**src/rtl/decdiv_pkg.sv**
```systemverilog
package decdiv_pkg;
  // width of the modulo-5 counter
  localparam int CNT_W = 3;
  // last code of the count loop
  localparam logic [CNT_W-1:0] LAST = 3'd4;
  // stage positions inside the count word; the feedback wiring depends on them
  localparam int BIT_A = 0;
  localparam int BIT_B = 1;
  localparam int BIT_C = 2;
  typedef logic [CNT_W-1:0] cnt_t;
endpackage

```
**src/rtl/jk_ff.sv**
```systemverilog
module jk_ff (
  input  logic clk,
  input  logic rst,
  input  logic j,
  input  logic k,
  output logic q
);
  always_ff @(posedge clk) begin
    if (rst) q <= 1'b0;
    else begin
      unique case ({j, k})
        2'b00: q <= q;
        2'b01: q <= 1'b0;
        2'b10: q <= 1'b1;
        default: q <= ~q;
      endcase
    end
  end
endmodule

```
**src/rtl/mod5_jk_ctl.sv**
```systemverilog
module mod5_jk_ctl
  import decdiv_pkg::*;
(
  input  cnt_t q,
  output cnt_t j,
  output cnt_t k
);
  always_comb begin
    // stage A: toggles each clock, but cannot set while C is high
    j[BIT_A] = ~q[BIT_C];
    k[BIT_A] = 1'b1;
    // stage B: toggles when A is high
    j[BIT_B] = q[BIT_A];
    k[BIT_B] = q[BIT_A];
    // stage C: set on 3, cleared by its own output one clock later
    j[BIT_C] = q[BIT_A] & q[BIT_B];
    k[BIT_C] = q[BIT_C];
  end
endmodule

```
**src/rtl/mod5_jk_counter.sv**
```systemverilog
module mod5_jk_counter
  import decdiv_pkg::*;
(
  input  logic clk,
  input  logic rst,
  output cnt_t q
);
  cnt_t jv;
  cnt_t kv;

  mod5_jk_ctl u_ctl (
    .q(q),
    .j(jv),
    .k(kv)
  );

  for (genvar i = 0; i < CNT_W; i++) begin : g_stage
    jk_ff u_ff (
      .clk(clk),
      .rst(rst),
      .j  (jv[i]),
      .k  (kv[i]),
      .q  (q[i])
    );
  end
endmodule

```
**src/rtl/decade_sqdiv.sv**
```systemverilog
module decade_sqdiv
  import decdiv_pkg::*;
(
  input  logic             clk,
  input  logic             rst,
  output logic [CNT_W-1:0] cnt_o,
  output logic             term_o,
  output logic             sq_o
);
  cnt_t cnt_q;
  logic at_last;

  mod5_jk_counter u_cnt (
    .clk(clk),
    .rst(rst),
    .q  (cnt_q)
  );

  assign at_last = (cnt_q == LAST);

  // toggle stage: flips on the edge that wraps 4 back to 0
  jk_ff u_tgl (
    .clk(clk),
    .rst(rst),
    .j  (at_last),
    .k  (at_last),
    .q  (sq_o)
  );

  assign cnt_o  = cnt_q;
  assign term_o = at_last;
endmodule

```
**config.mk**
```make
export PLATFORM = sky130hd
export DESIGN_NAME = decade_sqdiv
export DESIGN_NICKNAME = d
export VERILOG_FILES = /design/src/rtl/decdiv_pkg.sv /design/src/rtl/jk_ff.sv /design/src/rtl/mod5_jk_ctl.sv /design/src/rtl/mod5_jk_counter.sv /design/src/rtl/decade_sqdiv.sv
export SDC_FILE = /design/constraint.sdc
export NUM_CORES = 1
export LEC_CHECK = 0
export BUFFER_PORTS_ARGS = -buffer_cell sky130_fd_sc_hd__buf_2
export CAP_MARGIN = 15
export CORE_AREA = 2 2 39 41
export DETAILED_ROUTE_END_ITERATION = 8
export DIE_AREA = 0 0 41 43
export SYNTH_ARGS = -nofsm -noshare
export SYNTH_HDL_FRONTEND = slang
export SYNTH_HIERARCHICAL = 1
export SYNTH_SLANG_ARGS = --single-unit
```
**constraint.sdc**
```tcl
create_clock -name clk -period 1.6 [get_ports clk]
set_clock_uncertainty 0.05 [all_clocks]
set_input_delay 0.32 -clock clk [delete_from_list [all_inputs] [get_ports clk]]
set_output_delay 0.32 -clock clk [all_outputs]
set_load 0.1 [all_outputs]
```
# Yosys cells after proc, flatten, opt, wreduce, memory -nomap -nowiden
# Cells that the tools add are included.
[classes]
bitwise = 5
n_eq_ne = 7
n_reduce_logical = 4
n_mux = 4
[op_table]
columns = ["operator", "count"]
rows = [
  ["one-hot mux 1 bit (3 select lines)", 3],
  ["logical NOT 2 bit", 4],
  ["== test 2 x 1 -> 1 bit (second input constant)", 3],
  ["== test 2 bit (second input constant)", 3],
  ["NOT 1 bit", 4],
  ["== test 3 bit (second input constant)", 1],
  ["one-hot mux 1 bit (2 select lines)", 1],
  ["AND 1 bit", 1],
]
[word_totals]
reg_bits = 4
elab_cells = 24
input_bits = 2
output_inout_bits = 5

# Logic depth before layout (Yosys ltp)
[logic_depth]
ltp_word = 3
mapped_depth = 5

# Cells and area by module
# Netlist, hierarchy kept.
[by_module_without_submodules]
columns = ["module", "instances", "area_each_um2", "seq_area_each_um2", "cells_per_inst"]
rows = [
  ["jk_ff", 4, 76.3, 20.0, 9],
  ["mod5_jk_ctl", 1, 43.8, 0.0, 7],
  ["decade_sqdiv", 1, 12.5, 0.0, 1],
]

# Worst setup path before layout
# No wires, ideal clock.
[synth_timing]
path_kind = "reg2reg"
startpoint = "register u_cnt.g_stage[2].u_ff.q"
endpoint = "register u_tgl.q"
path_stages_with_launch = 6
slack_ns = -1.913
setup_ns = 0.074
t_arrival_ns = 3.388
required_time_ns = 1.476
n_path_buf = 0
path_cell_list = "dfxtp_1 > nor3b_2 > inv_1 > ha_1 > or3_1 > a31oi_1"
[synth_between]
elab_chain_len = 3
elab_cells_between_ends = 5
classes_between = "eq/ne: 3; mux: 1; reduce/logical: 1"
[synth_rtl]
columns = ["element", "line", "rtl"]
rows = [
  ["start: declaration", "jk_ff.sv:6", "output logic q"],
  ["start signal: assignment", "jk_ff.sv:12", "2'b00: q <= q;"],
  ["start signal: assignment", "jk_ff.sv:15", "default: q <= ~q;"],
  ["== test 3 bit *", "decade_sqdiv.sv:19", "assign at_last = (cnt_q == LAST);"],
  ["via term_o", "decade_sqdiv.sv:7", "output logic term_o,"],
  ["== test 2 bit (tied with other cells)", "jk_ff.sv:11", "unique case ({j, k})"],
  ["one-hot mux 1 bit (3 select lines)", "jk_ff.sv:11", ""],
  ["end signal: assignment", "jk_ff.sv:12", ""],
  ["end signal: assignment", "jk_ff.sv:15", ""],
  ["end: declaration", "jk_ff.sv:6", ""],
]
# Mark *: on every way through the listed nets, which the timed path passes. The rest lies on a longest branch.
# A chain may end at the register's enable or synchronous reset.

# Worst setup path after layout
[layout_timing]
startpoint = "register u_cnt.g_stage[1].u_ff.q"
endpoint = "register u_tgl.q"
[layout_between]
elab_chain_len = 3
elab_cells_between_ends = 5
classes_between = "eq/ne: 3; mux: 1; reduce/logical: 1"
[layout_rtl]
columns = ["element", "line"]
rows = [
  ["start: declaration", "jk_ff.sv:6"],
  ["start signal: assignment", "jk_ff.sv:12"],
  ["start signal: assignment", "jk_ff.sv:15"],
  ["== test 3 bit *", "decade_sqdiv.sv:19"],
  ["== test 2 bit (tied with other cells)", "jk_ff.sv:11"],
  ["one-hot mux 1 bit (3 select lines)", "jk_ff.sv:11"],
]
# Every way passes the cells marked *; elsewhere a longest branch is shown, timed or not.

==> impl_metrics.ini <==
[critical_path]
cp-end-kind = flop
reg2reg_depth = 5
crit_required_ns = 1.70
start_kind = flop
r2r_start = u_cnt/g_stage[1].u_ff/q$_SDFFE_PP0P_
crit_path_max_fanout = 5
worstReg2RegEnd = u_tgl/q$_SDFFE_PP0P_
reg2reg_slack_ns = 0.1
crit_type = reg2reg
arrival_ns = 1.61

[logic_synthesis]
ys_seq_elements = 4
synth_top_cell_area_share = 0.277
synth_cell_types = 11
synth_top_cell_by_area = ha_1
synth.yosys.seq_area_share = 0.221
ys_warn_count = 6
synth_area_um2 = 362
synth_cells = 44
syn-num-nets = 54
synth_area_leaders = ha_1 (28%), dfxtp_1 (22%), inv_1 (9.3%), buf_4 (8.3%), nand3b_1 (8.3%)
syn_area_per_cell_um2 = 8.22

[global_route]
grt_pass1_wl_um = 862
grt_max_degree = 9
grt_pass1_vias = 252
grt_overflow_total = 0
gr-usage-all-layers = 0.0762
busiest_layer = met2
grt_antenna_before_repair = 0
use_met2 = 0.116
grtUsageMet1 = 0.0769
gr-usage-met3 = 0

[placed_design]
postPlaceCellArea_um2 = 424
place_hpwl_um = 413
gp_congestion = 0.667
numPortBuffers = 6

[die]
initial_core_util = 0.261
coreArea_um2 = 1380
dieWidth_um = 41
die_area_um2 = 1760
num_rows = 14
die_h_um = 43
ioPinCount = 7

[clock_network]
clockBufferDepth = 2
cts_tree = built
cts_setup_buffers = 0
insertion_delay_ns = 0.23
path_clk_slew_ns = 0.04
numCtsBuffers = 3
clock-root-buffer = clkbuf_4
clock-sinks = 4
h-tree-depth = 1

[min_path]
worstHoldStart = rst
hold_path.class = in2reg
hold_end = u_cnt/g_stage[0].u_ff/q$_SDFFE_PP0P_
hold_depth = 2

[sta]
fmax_mhz = 665
rsz0062_at_grt = false
finalSetupViolations = 0
post-route-period-util = 0.939
tns_ns = 0
final_max_slew_viol_count = 0
hold_viol_final = 0
period_needed_ns = 1.50

[routing]
vias_per_cell = 4.25
postRouteAntennaNets = 0
drt_iter0_markers = 2
wl_um = 522
num_vias = 285
post_drt_wl_per_cell_um = 7.79
drcViolationCount = 0
dr.pass1.iters = 2

[layout]
antenna_cells = 0
final_common_cell = inv_1
final_layout_size_suffix_gt1_frac = 0.294
final_cell_area_um2 = 450
fin_nets = 62
layout_common_cells = inv_1 (9), ha_1 (8), buf_2 (5)
area_growth_pct = 24.6

[status]
status = completed

[run]
drv_cap = 0
==> routing by layer <==
layer  vias to the layer above  routed length, um
met1                       127                239
met3                         0                 17
met4                         0                  0
li1                        153                  -
met2                         5                265
met5                         -                  0
==> cells in the mapped netlist, drive strengths merged <==
cell    number
inv          9
ha           8
a31oi        4
buf          4
dfxtp        4
nand2        4
nand3b       4
or3          4
and2         1
conb         1
nor3b        1
==> registers in the layout (all words and copies together), names as in the netlist <==
| name | flops |
|---|---|
| u_tgl/q | 1 |
| u_cnt/g_stage.u_ff/q | 3 |
==> stage by stage <==
| step | cells | utilization | setup WS (ns) | hold WS (ns) |
|---|---|---|---|---|
| 4_1_cts | 67 | 0.325 | 0.0307 | 0.241 |
| 3_5_place_dp | 63 | 0.307 | 0.0546 | 0.420 |
| 5_1_grt | 67 | 0.325 | 0.00343 | 0.255 |
| 3_3_place_gp | 63 | 0.307 | 0.0592 | 0.421 |
| 2_1_floorplan | 44 | - | -0.933 | 0.330 |
| 6_report | 67 | 0.325 | 0.0970 | 0.243 |
==> kinds of logic (layout without fill, tap and decap cells) <==
group / after synthesis / after routing / synth area share
adders and majority gates: 8 / 8 / 0.277
AOI/OAI and AO/OA: 4 / 4 / 0.0692
other: 1 / 1 / 0.0104
buffers and inverters: 13 / 20 / 0.176
DFF: 4 / 4 / 0.221
and+or+nand+nor: 14 / 14 / 0.246
==> worst max path at each step <==
stage,from,to,slack (ns),depth (start not counted)
4_1_cts,u_cnt/g_stage[0].u_ff/q$_SDFFE_PP0P_,u_tgl/q$_SDFFE_PP0P_,0.03,5
3_3_place_gp,u_cnt/g_stage[0].u_ff/q$_SDFFE_PP0P_,u_tgl/q$_SDFFE_PP0P_,0.06,5
3_5_place_dp,u_cnt/g_stage[0].u_ff/q$_SDFFE_PP0P_,u_tgl/q$_SDFFE_PP0P_,0.05,5
2_1_floorplan,u_cnt/g_stage[2].u_ff/q$_SDFFE_PP0P_,u_tgl/q$_SDFFE_PP0P_,-0.93,5
5_1_grt,u_cnt/g_stage[1].u_ff/q$_SDFFE_PP0P_,u_tgl/q$_SDFFE_PP0P_,0.003,5
6_report,u_cnt/g_stage[1].u_ff/q$_SDFFE_PP0P_,u_tgl/q$_SDFFE_PP0P_,0.1,5
==> layout make-up <==
cell class	instances	area [um^2]
clock buffers	4	26.3
fillers	147	933
inverters	9	33.8
multi-input cells	27	226
flip-flops and latches	4	91.3
well taps	16	20.0
repair buffers	7	52.6
==> timing repair <==
item	CTS	global route
endpoints found under the setup margin	0	1
gates resized for setup	0	0
hold buffers	0	0
==> worst max-delay path, stage by stage (launching register included) <==
cell     delay, ns
dfxtp_4       0.35
nor3b_4       0.21
inv_1         0.08
ha_1          0.28
or3_1         0.31
a31oi_1       0.13
Power is not shown: default switching activity piles up to over one toggle a cycle in this logic, so the estimate is an artifact.
